File: src/rtl/eis_pkg.sv
package eis_pkg;

   typedef enum logic [1:0] {
      EIS_IDLE  = 2'd0,
      EIS_DRAIN = 2'd1,
      EIS_TAKE  = 2'd2
   } eis_state_e;

   function automatic int unsigned eis_cnt_width(input int unsigned hold);
      return (hold < 2) ? 1 : $clog2(hold + 1);
   endfunction

endpackage

File: src/rtl/eis_drain_qual.sv
module eis_drain_qual #(
   parameter int unsigned EMPTY_HOLD = 1
) (
   input  logic clk,
   input  logic rst_n,
   input  logic draining,
   input  logic cb_empty,
   input  logic hp_exc_pending,
   output logic ready
);
   import eis_pkg::*;

   localparam int unsigned CW = eis_cnt_width(EMPTY_HOLD);
   localparam logic [CW-1:0] CNT_MAX = CW'(EMPTY_HOLD);
   localparam logic [CW-1:0] CNT_NEED = CW'(EMPTY_HOLD - 1);

   generate
      if (EMPTY_HOLD < 1) begin : g_bad_hold
         $error("eis_drain_qual: EMPTY_HOLD must be at least 1");
      end
   endgenerate

   logic          quiet;
   logic [CW-1:0] cnt_q;

   assign quiet = cb_empty && !hp_exc_pending;

   always_ff @(posedge clk) begin
      if (!rst_n) begin
         cnt_q <= '0;
      end else if (!draining || !quiet) begin
         cnt_q <= '0;
      end else if (cnt_q != CNT_MAX) begin
         cnt_q <= cnt_q + 1'b1;
      end
   end

   assign ready = quiet && (cnt_q >= CNT_NEED);

   // A pending higher-priority exception must never let the drain look finished.
   assert_hp_blocks_ready_R4: assert property (@(posedge clk) disable iff (!rst_n)
      hp_exc_pending |-> !ready);

endmodule

File: src/rtl/eis_ctrl_fsm.sv
module eis_ctrl_fsm (
   input  logic clk,
   input  logic rst_n,
   input  logic req_live,
   input  logic ready,
   input  logic cb_empty,
   output logic draining,
   output logic load_vec,
   output logic stall,
   output logic take
);
   import eis_pkg::*;

   eis_state_e state_q, state_d;

   always_comb begin
      state_d = state_q;
      unique case (state_q)
         EIS_IDLE:  if (req_live) state_d = EIS_DRAIN;
         EIS_DRAIN: begin
            if (!req_live)  state_d = EIS_IDLE;
            else if (ready) state_d = EIS_TAKE;
         end
         EIS_TAKE:  state_d = EIS_IDLE;
         default:   state_d = EIS_IDLE;
      endcase
   end

   always_ff @(posedge clk) begin
      if (!rst_n) state_q <= EIS_IDLE;
      else        state_q <= state_d;
   end

   assign draining = (state_q == EIS_DRAIN);
   assign load_vec = draining && req_live && ready;
   assign stall    = (state_q != EIS_IDLE);
   assign take     = (state_q == EIS_TAKE);

   assert_one_cycle_take_R7: assert property (@(posedge clk) disable iff (!rst_n)
      take |=> !take);

   assert_stall_in_take_R8: assert property (@(posedge clk) disable iff (!rst_n)
      take |-> stall);

   assert_release_after_take_R8: assert property (@(posedge clk) disable iff (!rst_n)
      take |=> !stall);

   assert_hold_while_busy_R10: assert property (@(posedge clk) disable iff (!rst_n)
      (stall && !take && req_live && !cb_empty) |=> (stall && !take));

   assert_abandon_R5_R6: assert property (@(posedge clk) disable iff (!rst_n)
      (stall && !take && !req_live) |=> (!stall && !take));

endmodule

File: src/rtl/eis_vector_gen.sv
module eis_vector_gen #(
   parameter int unsigned           ADDR_W     = 32,
   parameter logic [ADDR_W-1:0]     LOW_BASE   = '0,
   parameter logic [ADDR_W-1:0]     HIGH_BASE  = '1,
   parameter logic [ADDR_W-1:0]     VEC_OFFSET = '0
) (
   input  logic              clk,
   input  logic              rst_n,
   input  logic              load,
   input  logic              msr_ip,
   output logic [ADDR_W-1:0] vec_addr
);
   localparam bit DISJOINT = ((LOW_BASE & VEC_OFFSET) == '0) &&
                             ((HIGH_BASE & VEC_OFFSET) == '0);

   generate
      if (ADDR_W < 16) begin : g_bad_width
         $error("eis_vector_gen: ADDR_W must be at least 16");
      end
   endgenerate

   logic [ADDR_W-1:0] base_sel;
   logic [ADDR_W-1:0] vec_next;
   logic [ADDR_W-1:0] vec_q;

   assign base_sel = msr_ip ? HIGH_BASE : LOW_BASE;

   generate
      if (DISJOINT) begin : g_merge_or
         assign vec_next = base_sel | VEC_OFFSET;
      end else begin : g_merge_add
         assign vec_next = base_sel + VEC_OFFSET;
      end
   endgenerate

   always_ff @(posedge clk) begin
      if (!rst_n)    vec_q <= '0;
      else if (load) vec_q <= vec_next;
   end

   assign vec_addr = vec_q;

   assert_vec_stable_R9: assert property (@(posedge clk) disable iff (!rst_n)
      !$past(load) |-> $stable(vec_q));

endmodule

File: src/rtl/eis_ext_irq_seq.sv
module eis_ext_irq_seq #(
   parameter int unsigned       ADDR_W     = 32,
   parameter int unsigned       EMPTY_HOLD = 1,
   parameter logic [ADDR_W-1:0] LOW_BASE   = 32'h0000_0000,
   parameter logic [ADDR_W-1:0] HIGH_BASE  = 32'hFFF0_0000,
   parameter logic [ADDR_W-1:0] VEC_OFFSET = 32'h0000_0500
) (
   input  logic              clk,
   input  logic              rst_n,
   input  logic              irq_req,
   input  logic              msr_ee,
   input  logic              msr_ip,
   input  logic              cb_empty,
   input  logic              hp_exc_pending,
   output logic              dispatch_stall,
   output logic              take_strobe,
   output logic [ADDR_W-1:0] redirect_addr
);
   localparam logic [ADDR_W-1:0] EXP_LO = LOW_BASE + VEC_OFFSET;
   localparam logic [ADDR_W-1:0] EXP_HI = HIGH_BASE + VEC_OFFSET;

   logic req_live;
   logic draining;
   logic ready;
   logic load_vec;

   assign req_live = irq_req && msr_ee;

   eis_drain_qual #(.EMPTY_HOLD(EMPTY_HOLD)) u_qual (
      .clk            (clk),
      .rst_n          (rst_n),
      .draining       (draining),
      .cb_empty       (cb_empty),
      .hp_exc_pending (hp_exc_pending),
      .ready          (ready)
   );

   eis_ctrl_fsm u_fsm (
      .clk      (clk),
      .rst_n    (rst_n),
      .req_live (req_live),
      .ready    (ready),
      .cb_empty (cb_empty),
      .draining (draining),
      .load_vec (load_vec),
      .stall    (dispatch_stall),
      .take     (take_strobe)
   );

   eis_vector_gen #(
      .ADDR_W     (ADDR_W),
      .LOW_BASE   (LOW_BASE),
      .HIGH_BASE  (HIGH_BASE),
      .VEC_OFFSET (VEC_OFFSET)
   ) u_vec (
      .clk      (clk),
      .rst_n    (rst_n),
      .load     (load_vec),
      .msr_ip   (msr_ip),
      .vec_addr (redirect_addr)
   );

   assert_stall_on_accept_R2: assert property (@(posedge clk) disable iff (!rst_n)
      (!dispatch_stall && irq_req && msr_ee) |=> (dispatch_stall && !take_strobe));

   assert_take_after_drain_R3: assert property (@(posedge clk) disable iff (!rst_n)
      take_strobe |-> $past(dispatch_stall && irq_req && msr_ee && cb_empty && !hp_exc_pending));

   assert_hp_delays_R4: assert property (@(posedge clk) disable iff (!rst_n)
      hp_exc_pending |=> !take_strobe);

   assert_disabled_no_take_R5: assert property (@(posedge clk) disable iff (!rst_n)
      !msr_ee |=> !take_strobe);

   assert_request_drop_R6: assert property (@(posedge clk) disable iff (!rst_n)
      (dispatch_stall && !take_strobe && !irq_req) |=> !dispatch_stall);

   assert_vector_R9: assert property (@(posedge clk) disable iff (!rst_n)
      take_strobe |-> (redirect_addr == ($past(msr_ip) ? EXP_HI : EXP_LO)));

endmodule

File: config.mk
export PLATFORM = sky130hd
export DESIGN_NAME = eis_ext_irq_seq
export DESIGN_NICKNAME = d
export VERILOG_FILES = /design/src/rtl/eis_pkg.sv /design/src/rtl/eis_drain_qual.sv /design/src/rtl/eis_ctrl_fsm.sv /design/src/rtl/eis_vector_gen.sv /design/src/rtl/eis_ext_irq_seq.sv
export SDC_FILE = /design/constraint.sdc
export NUM_CORES = 1
export LEC_CHECK = 0
export BUFFER_PORTS_ARGS = -buffer_cell sky130_fd_sc_hd__buf_2
export CORE_AREA = 2 2 39 41
export DETAILED_ROUTE_END_ITERATION = 8
export DIE_AREA = 0 0 41 43
export PLACE_DENSITY = 0.7
export SYNTH_ARGS = -nofsm -noshare
export SYNTH_HDL_FRONTEND = slang
export SYNTH_HIERARCHICAL = 1
export SYNTH_SLANG_ARGS = --single-unit
File: constraint.sdc
create_clock -name clk -period 2 [get_ports clk]
set_clock_uncertainty 0.05 [all_clocks]
set_input_delay 0.2 -clock clk [delete_from_list [all_inputs] [get_ports clk]]
set_output_delay 0.2 -clock clk [all_outputs]
set_load 0.02 [all_outputs]
Yosys cells after proc, flatten, opt, wreduce, memory -nomap -nowiden
Index checks and enable logic that the tools add are counted.
{ "totals": {"latchBits": 0, "register_bits": 35, "output_inout_bits": 34, "in_bits": 7, "memories": 0, "mem_bits_rw": 0, "wordCells": 29, "romBits": 0} }
{ "classes": {"n_reduce_logical": 13, "muxes": 6, "shifts": 0, "multipliers": 0, "div_mod_pow": 0, "eq_ne": 4, "n_bitwise": 1, "add_sub_neg": 1, "order_cmp": 1} }
{ "op_table": {"columns": ["op", "count"], "rows": [
  ["2-to-1 mux 32 bit", 1],
  ["2-to-1 mux 2 bit", 3],
  ["logical AND 1 bit", 5],
  ["one-hot mux 2 bit (2 select lines)", 1],
  ["logical NOT 1 bit", 3],
  ["inequality test 3 bit (second input constant)", 1],
  ["== test 2 x 1 -> 1 bit (second input constant)", 1],
  ["== test 2 bit (second input constant)", 1],
  ["logical NOT 2 bit", 1],
  ["inequality test 2 x 1 -> 1 bit (second input constant)", 1],
  ["AND reduction 2 bit", 1],
  ["nonzero test 2 bit", 1],
  ["OR reduction 2 bit", 1],
  ["adder 1 bit (second input constant)", 1],
  [">= comparator 1 bit (second input constant)", 1],
  ["logical OR 1 bit", 1],
  ["2-to-1 mux 1 bit", 1],
  ["NOT 1 bit", 1]
]} }

Longest topological paths before layout
Gate-level depths: netlist (run 1).
{ "logic_depth": {"depth_word": 6, "depth_mapped": 4, "mapped_depth_nobuf": 4} }

Hierarchy
The synthesis (run 1) kept the hierarchy.
{ "by_module_without_submodules": {"columns": ["module", "seq_area_each_um2", "area_per_inst_um2", "cells_each", "n_inst"], "rows": [
  ["eis_vector_gen", 40.0, 292.8, 36, 1],
  ["eis_ctrl_fsm", 40.0, 88.8, 9, 1],
  ["eis_drain_qual", 0.0, 13.8, 1, 1],
  ["eis_ext_irq_seq", 0.0, 6.3, 1, 1]
]} }

Worst setup path after synthesis (run 1)
No wires, ideal clock.
{ "synth_timing": {"path_type": "register -> output", "start": "reg u_vec/vec_addr[30] (netlist name)", "end": "out redirect_addr[21]", "required_ps": 1750, "path_slack_ps": 933, "stages_incl_launch_ff": 2, "n_path_buf": 1, "t_arrival_ps": 817, "cell_sequence": "dfxtp_1 > buf_4"} }
{ "synth_rtl": {"columns": ["element", "line_no", "rtl"], "rows": [
  ["end: declaration", "eis_ext_irq_seq.sv:17", "output logic [ADDR_W-1:0] redirect_addr"]
]} }

Worst setup path in the final report (run 1)
{ "layout_timing": {"start": "reg u_fsm.state_q[0]", "end": "out dispatch_stall"} }
{ "layout_via": {"elab_chain_len": 1} }
{ "layout_lines": {"columns": ["element", "line_no", "rtl"], "rows": [
  ["start: declaration", "eis_ctrl_fsm.sv:14", "eis_state_e state_q, state_d;"],
  ["start signal: assignment", "eis_ctrl_fsm.sv:31", "else state_q <= state_d;"],
  ["nonzero test 2 bit", "eis_ctrl_fsm.sv:36", "assign stall = (state_q != EIS_IDLE);"],
  ["end: declaration", "eis_ext_irq_seq.sv:15", "output logic dispatch_stall,"]
]} }
No other way between the ends.

==> metrics.md, run 1 <==
| Metric | Value |
|---|---|
| Combinational power share | 20.2% |
| Vias in the first global route | 185 |
| Slowest CP cell | dfxtp_1 |
| Routed WL | 510 um |
| CTS tree | built |
| CORE AREA | 1380 um^2 |
| Hold Path Cell Cnt | 2 |
| Fill cell count | 161 |
| WS Path Type | flip-flop to output pin |
| Postcts setup bufs | 0 |
| Critical Path RT | 1750 ps |
| Inst Count DP | 71 |
| PD cells | 597 nW/um^2 |
| WHS | 172 ps |
| Net load switching power | 0.0716 mW |
| Clk Latency, worst-skew pair | 230 ps |
| Seq pwr share | 35.9% |
| Initial antenna violation count | 0 |
| CP Depth | 2 |
| Worst EP arrival | 930 ps |
| Final worst path period share | 58.8% |
| Final net count | 67 |
| CTS Hold Bufs | 0 |
| Clk pwr share | 43.8% |
| Status | complete, no violations |
| H-Tree Depth | 1 |
| Antenna viol nets, final | 0 |
| Routed wire per std cell | 6.89 um |
| DRC | 0 |
| Grt total ovfl | 0 |
| Via count | 250 |
| CP max FO | 4 |
| PostCTS Resize Cnt | 0 |
| Pin count of the biggest net entering global routing | 14 |
| Deepest clock path buffer count | 2 |
| Post-Layout Cell Count | 74 |
| Worst hold-check path type | input port to flip-flop |
| Sink Count | 4 |
| RSZ-0062 raised after global routing | false |
| DIE HEIGHT | 43 um |
| Switching share of power | 31.2% |
| Max-Cap Viols | 0 |
| Post-synthesis cell count | 46 |
| Max Clk Rate | 851 MHz |
| Worst-path clk slew | 40 ps |
| Pleak | 0.251 nW |
| Drt first pass iters | 1 |
| Area of the multi-input gates | 151 um^2 |
| Layout cells sized above 1 | 44.8% |
| Placer Congestion | 0.542 |
| First-pass GRT wire length | 641 um |
| Setup tns final | 0 ps |
| Initial DRC Count | 0 |
| Worst vdd ir | 0.169 mV |
| Clock root cell | clkbuf_4 |
| Reg2Reg Depth | 3 |
| Fin. Hold Viols | 0 |
| Critical Path, Cell by Cell | or2_1 -> buf_2 |
| Area of the mapped netlist | 393 um^2 |
| N_diodes | 0 |
| GRT Util Overall | 6.32% |
| Die width | 41 um |
| Number of synthesis warnings | 6 |
| Syn Area/Cell | 8.54 um^2 |
| Worst Setup End Kind | output pin |
| DR vias/cell | 3.38 |
| I/O pin count | 41 |
| CP bufs+invs | 1 |
| Slowest stage delay, CP | 320 ps |
| Number of CTS-inserted buffers | 3 |
| Area grow syn2layout | -2.23% |
| Site Rows | 14 |
| Setup-failing EPs final | 0 |
| Top delay family on crit path | flip-flops |
| Total chip power | 0.229 mW |
| CP Launch Type | flip-flop |
| Final slew viol count | 0 |
| Full die area | 1760 um^2 |
| Seq. cell area | 80.1 um^2 |
| Buffers added on ports | 22 |
| Initial core utilization | 28.4% |
| Internal power | 0.158 mW |
| Min cycle time layout | 1180 ps |
-- layout by cell type (no fill, tap or decap) --
cell type and count:
o21a_1 1, and2_1 2, buf_2 22, or2_1 1, nor2b_4 1, nor2b_1 2, clkbuf_4 3, conb_1 18
nand2_1 1, dfxtp_1 4, a211oi_1 1, mux2i_1 1, and4b_1 1
-- layout make-up --
| class | instances | area share [%] |
|---|---|---|
| Clock buffer | 3 | 5.86 |
| Tap cell | 16 | 5.21 |
| Timing Repair Buffer | 22 | 28.7 |
| Multi-Input combinational cell | 29 | 39.4 |
| Sequential cell | 4 | 20.8 |
-- power groups by stage --
| stage | registers, mW | logic (mW) | clock network, mW |
|---|---|---|---|
| after floorplan | 0.0837 | 0.0653 | 0 |
| after global placement | 0.0835 | 0.0457 | 0 |
| after detailed placement | 0.0836 | 0.0459 | 0 |
| after CTS | 0.0823 | 0.0459 | 0.107 |
| after global routing | 0.0824 | 0.0502 | 0.107 |
| final | 0.0823 | 0.0464 | 0.100 |
-- flip-flops by register name (all words and copies together) (netlist names) --
| register | cells |
|---|---|
| u_vec/vec_addr | 2 |
| u_fsm/state_q | 2 |
-- path summary, 6_finish.rpt --
path | endpoint | slack, ps | start
setup reg to reg | u_vec/vec_addr[30] | 950 | u_fsm/state_q[1]
hold reg to reg | u_fsm/state_q[0] | 400 | u_fsm/state_q[1]
hold / removal | u_vec/vec_addr[10] | 170 | rst_n
setup / recovery | dispatch_stall | 820 | u_fsm/state_q[0]
-- per-stage QoR --
stage | instance area, um^2 | utilization [%] | setup slack [ps]
global placement | 362 | 26.1 | 934
global route | 384 | 27.8 | 696
floorplan | 457 | - | 933
finish | 384 | 27.8 | 825
detailed placement | 362 | 26.1 | 891
CTS | 384 | 27.8 | 797
-- per-layer routing --
metal	vias up	wire, um	global-route usage [%]
met2	24	290	10.0
met3	2	81	1.57
li1	119	-	-
met5	-	0	0
met1	105	124	3.21
met4	0	14	12.0
Note: power is estimated with default switching activity, not from simulation.
==> run 2, diff against run 1 <==
--- a/config.mk
+++ b/config.mk
@@ -5,11 +5,12 @@
 export SDC_FILE = /design/constraint.sdc
 export NUM_CORES = 1
 export LEC_CHECK = 0
+export ABC_AREA = 1
 export BUFFER_PORTS_ARGS = -buffer_cell sky130_fd_sc_hd__buf_2
-export CORE_AREA = 2 2 39 41
+export CORE_MARGIN = 2
+export CORE_UTILIZATION = 30
 export DETAILED_ROUTE_END_ITERATION = 8
-export DIE_AREA = 0 0 41 43
-export PLACE_DENSITY = 0.7
+export PLACE_DENSITY = 0.72
 export SYNTH_ARGS = -nofsm -noshare
 export SYNTH_HDL_FRONTEND = slang
 export SYNTH_HIERARCHICAL = 1
==> constraint.sdc (replaced) <==
create_clock -name clk -period 1 [get_ports clk]
set_clock_uncertainty 0.05 [all_clocks]
set_input_delay 0.1 -clock clk [delete_from_list [all_inputs] [get_ports clk]]
set_output_delay 0.1 -clock clk [all_outputs]
set_load 0.02 [all_outputs]
==> run 2 against run 1 <==
  * Wire length rose by 20%
  * Flip-flop and latch count did not move
  * Non-clock buffer count did not move
  * Global-route usage rose by 2.8 points
  * Final area rose by 9.4%
  * Sequential share of layout area fell by 0.31 points
  * Largest cell class unchanged
  * Utilization rose by 5.0 points
==> metrics.md, run 2 <==
| Metric | Value |
|---|---|
| Worst-path clk slew | 40 ps |
| Final worst path period share | 96.6% |
| First-pass GRT wire length | 855 um |
| DR vias/cell | 3.47 |
| RSZ-0062 raised after global routing | true |
| Postcts setup bufs | 0 |
| Grt total ovfl | 0 |
| Critical Path RT | 850 ps |
| Drt first pass iters | 2 |
| Inst Count DP | 80 |
| Setup-failing EPs final | 0 |
| Area grow syn2layout | 3.70% |
| Area of the mapped netlist | 405 um^2 |
| Final net count | 77 |
| Post-DP HPWL | 482 um |
| Syn Area/Cell | 7.24 um^2 |
| Max Clk Rate | 1040 MHz |
| GRT Util Overall | 9.10% |
| WS Path Type | flip-flop to output pin |
| CP Launch Type | flip-flop |
| CORE AREA | 1280 um^2 |
| Via count | 288 |
| Reg2Reg Depth | 5 |
| Number of synthesis warnings | 6 |
| Worst vdd ir | 0.256 mV |
| Deepest clock path buffer count | 2 |
| Min cycle time layout | 966 ps |
| H-Tree Depth | 1 |
| Clock root cell | clkbuf_4 |
| Full die area | 1660 um^2 |
| Status | complete, no violations |
| Initial DRC Count | 1 |
| Routed wire per std cell | 7.35 um |
| DIE HEIGHT | 40.8 um |
| Number of CTS-inserted buffers | 3 |
| Buffers added on ports | 22 |
| CTS tree | built |
| PD cells | 1130 nW/um^2 |
| Vias in the first global route | 214 |
| Reg-to-Reg Start | u_fsm/state_q[0] |
| Post-Layout Cell Count | 83 |
| Commonest non-fill, non-tap cells in the layout | buf_2 (20), conb_1 (18), nand2_1 (5), inv_1 (5) |
| Initial antenna violation count | 0 |
| Site Rows | 13 |
| N_diodes | 0 |
| CTS Hold Bufs | 0 |
| Combinational power share | 22.7% |
| R2R Setup Slk | 120 ps |
| Pleak | 0.278 nW |
| Commonest non-fill, non-tap cell in the layout | buf_2 |
| Die width | 40.8 um |
| WL met2 | 355 um |
| Net load switching power | 0.158 mW |
| Finished Cell Area | 420 um^2 |
| Internal power | 0.316 mW |
| Placer Congestion | 0.681 |
| I/O pin count | 41 |
| Worst EP arrival | 820 ps |
| Metal-1 WL | 171 um |
| Clk Latency, worst-skew pair | 230 ps |
| Antenna viol nets, final | 0 |
| Worst Setup End Kind | output pin |
| CP Launch Point | u_fsm/state_q[1] |
| Clk pwr share | 42.9% |
| Pin count of the biggest net entering global routing | 14 |
| Max-Cap Viols | 0 |
| DRC | 0 |
| Highest routed layer | met4 |
| Post-synthesis cell count | 56 |
| Seq pwr share | 34.4% |
| Initial core utilization | 31.5% |
| Final slew viol count | 0 |
| Fin. Hold Viols | 0 |
| Routed WL | 610 um |
| Switching share of power | 33.3% |
| CP Capture Point | take_strobe |
| FF-to-FF End | u_vec/vec_addr[30] |
| Worst hold-check path type | input port to flip-flop |
| Layout cells sized above 1 | 51.5% |
| Sink Count | 4 |
| CP max FO | 3 |
| Area post-placement | 373 um^2 |
| WL met3 | 63 um |
[run 2: cell types whose count changed in the layout (fill, tap and decap cells not counted), moves of 2 or more]
cell,before,now
dfxtp_2,0,2
nor2b_1,2,0
nand2_2,0,2
inv_1,0,5
and2_1,2,0
dfxtp_1,4,1
buf_2,22,20
nor2_2,0,2
nand2_1,1,5
nor2_1,0,3
[run 2: worst max-delay path: stages (launching register included)]
cell and delay (ps):
dfxtp_2 310, inv_2 40, nor2_1 90, buf_4 140
[run 2: final cells by class]
| cell class | instances | area [um^2] |
|---|---|---|
| fillers | 142 | 865 |
| inverters | 6 | 22.5 |
| multi-input cells | 33 | 151 |
| well taps | 15 | 18.8 |
| clock buffers | 3 | 22.5 |
| repair buffers | 22 | 119 |
| flip-flops and latches | 4 | 86.3 |
[run 2: metrics by stage]
step	utilization (%)	setup TNS (ps)	power [mW]	setup slack (ps)	hold slack, ps
final	32.7	0	0.474	34.1	70.0
after global routing	32.7	-231	0.520	-22.4	59.3
after CTS	31.2	0	0.473	19.4	62.9
after detailed placement	29.0	0	0.269	28.0	318
after global placement	29.0	0	0.267	62.7	306
after floorplan	-	0	0.307	31.3	168
[run 2: how the worst min path moves through the flow]
stage / startpoint / to / slack (ps) / cells after the start
2_1_floorplan: rst_n / u_vec/vec_addr[10] / 170 / 1
3_3_place_gp: rst_n / u_vec/vec_addr[10] / 310 / 2
3_5_place_dp: rst_n / u_fsm/state_q[0] / 320 / 3
4_1_cts: rst_n / u_fsm/state_q[0] / 60 / 3
5_1_grt: rst_n / u_fsm/state_q[0] / 60 / 3
6_report: rst_n / u_fsm/state_q[0] / 70 / 3
[run 2: per-layer routing]
metal | track usage (%) | up-vias
li1 | - | 140
met1 | 6.13 | 125
met2 | 15.1 | 21
met3 | 3.26 | 2
met4 | 15.0 | 0
met5 | 0 | -
[run 2: repair_timing]
item / CTS / global route
resized for setup: 3 / 8
pin swaps: 0 / 1
setup endpoints to repair: 13 / 15
[run 2: power by group through the flow]
stage               Combinational, mW  Sequential (mW)  Clock [mW]
CTS                             0.101            0.163       0.209
global placement               0.0996            0.168           0
global route                    0.118            0.163       0.239
finish                          0.107            0.163       0.203
floorplan                       0.139            0.168           0
detailed placement              0.101            0.168           0
==> run 3, diff against run 2 <==
--- a/config.mk
+++ b/config.mk
@@ -7,10 +7,12 @@
 export LEC_CHECK = 0
 export ABC_AREA = 1
 export BUFFER_PORTS_ARGS = -buffer_cell sky130_fd_sc_hd__buf_2
+export CELL_PAD_IN_SITES_DETAIL_PLACEMENT = 1
+export CELL_PAD_IN_SITES_GLOBAL_PLACEMENT = 1
 export CORE_MARGIN = 2
-export CORE_UTILIZATION = 30
+export CORE_UTILIZATION = 19
 export DETAILED_ROUTE_END_ITERATION = 8
-export PLACE_DENSITY = 0.72
+export PLACE_DENSITY = 0.73
 export SYNTH_ARGS = -nofsm -noshare
 export SYNTH_HDL_FRONTEND = slang
 export SYNTH_HIERARCHICAL = 1
==> run 3 against run 2 <==
  * Power decreased by 1.7%
  * Combinational power about the same
  * Utilization decreased by 11 points
  * Clock-buffer cell count unchanged
  * Cell count increased by 16%
  * Worst setup slack improved by 3.6 ps
==> metrics.md, run 3 (synthesis gave the netlist of run 2 again) <==
| Metric | Value |
|---|---|
| Initial antenna violation count | 0 |
| Min cycle time layout | 962 ps |
| Final worst path period share | 96.2% |
| Commonest non-fill, non-tap cells in the layout | buf_2 (20), conb_1 (18), nand2_1 (6), inv_1 (5), nor2_2 (4) |
| CP Launch Type | flip-flop |
| Placer Congestion | 0.690 |
| Post-Layout Cell Count | 96 |
| Fin. Hold Viols | 0 |
| Sink Count | 4 |
| Final slew viol count | 0 |
| Max-Cap Viols | 0 |
| Max Clk Rate | 1040 MHz |
| First-pass GRT wire length | 1140 um |
| Vias in the first global route | 277 |
| Buffers added on ports | 22 |
| GRT Util Overall | 6.32% |
| Routed wire per std cell | 7.30 um |
| Site Rows | 16 |
| Initial core utilization | 20.5% |
| DR vias/cell | 3.05 |
| Seq. cell area | 85.1 um^2 |
| Hold Path Cell Cnt | 3 |
| Critical Path, Cell by Cell | inv_2 -> nor2_2 -> buf_4 |
| DRC | 0 |
| Core Util, Final | 22.0% |
| Area post-placement | 395 um^2 |
| Area grow syn2layout | 7.72% |
| Worst EP arrival | 810 ps |
| CP Depth | 3 |
| CP bufs+invs | 2 |
| Setup-failing EPs final | 0 |
| I/O pin count | 41 |
| Slowest CP cell | dfxtp_1 |
| Clock root cell | clkbuf_4 |
| Via count | 293 |
| N_diodes | 0 |
| RSZ-0062 raised after global routing | true |
| CP max FO | 3 |
| Grt total ovfl | 0 |
| Die width | 50.2 um |
| Commonest non-fill, non-tap cell in the layout | buf_2 |
| Drt first pass iters | 1 |
| WS Path Type | flip-flop to output pin |
| CORE AREA | 1980 um^2 |
| Worst vdd ir | 0.243 mV |
| Worst-path clk slew | 40 ps |
| Finished Cell Area | 437 um^2 |
| Clk Latency, worst-skew pair | 230 ps |
| Post-DP HPWL | 612 um |
| Fill cell count | 260 |
| Routed WL | 701 um |
| Final net count | 78 |
| CTS tree | built |
| Total chip power | 0.466 mW |
| H-Tree Depth | 1 |
| Slowest stage delay, CP | 310 ps |
| WHS | 73.3 ps |
| Critical Path RT | 850 ps |
| Pin count of the biggest net entering global routing | 14 |
| PD cells | 1070 nW/um^2 |
| CTS Hold Bufs | 0 |
| Layout cells sized above 1 | 50.7% |
| Worst hold-check path type | input port to flip-flop |
| Pleak | 0.281 nW |
| Inst Count DP | 93 |
| Postcts setup bufs | 0 |
| Antenna viol nets, final | 0 |
| Number of CTS-inserted buffers | 3 |
| Worst Setup End Kind | output pin |
| DIE HEIGHT | 50.2 um |
| Area of the multi-input gates | 146 um^2 |
| Status | complete, no violations |
| Deepest clock path buffer count | 2 |
| Initial DRC Count | 0 |
| Reg2Reg Depth | 5 |
| Top delay family on crit path | flip-flops |
| Full die area | 2520 um^2 |
==> run 3: path summary, 6_finish.rpt <==
path,from,end,slack (ps)
hold / removal,rst_n,u_fsm/state_q[0],70
setup / recovery,u_fsm/state_q[1],take_strobe,40
setup reg to reg,u_fsm/state_q[0],u_vec/vec_addr[30],70
hold reg to reg,u_vec/vec_addr[10],u_vec/vec_addr[10],460
==> run 3: through the flow <==
step | TNS [ps] | setup slack (ps)
4_1_cts | 0 | 2.15
2_1_floorplan | 0 | 31.3
3_5_place_dp | 0 | 4.56
6_report | 0 | 37.7
5_1_grt | -37.1 | -27.0
3_3_place_gp | 0 | 86.3
==> run 3: layout make-up <==
cell class / instances / area share (%)
clock buffers: 3 / 5.16
inverters: 6 / 5.16
multi-input cells: 33 / 33.5
flip-flops and latches: 4 / 19.5
well taps: 27 / 7.74
repair buffers: 23 / 28.9
==> run 3: routing by layer <==
| layer | global-route usage [%] | part of all wire, % |
|---|---|---|
| met1 | 5.30 | 27 |
| met2 | 11.0 | 56 |
| met3 | 2.08 | 14 |
| met4 | 6.94 | 2.7 |
| met5 | 0 | 0 |
==> run 3: tightest hold or removal path: cells and delay by family <==
| family | cells | cell delay (ps) |
|---|---|---|
| AND/OR/NAND/NOR | 2 | 90 |
| buffers and inverters | 1 | 120 |
==> run 3: timing repair <==
item / 4_1_cts / 5_1_grt
setup endpoints to repair: 14 / 15
pin swaps: 0 / 1
gates resized for setup: 3 / 6
==> run 3: report_power, final <==
part	switching (mW)	leakage [nW]	internal, mW
registers	0.00258	0.0336	0.161
logic	0.0863	0.234	0.0227
clock network	0.0595	0.0138	0.134
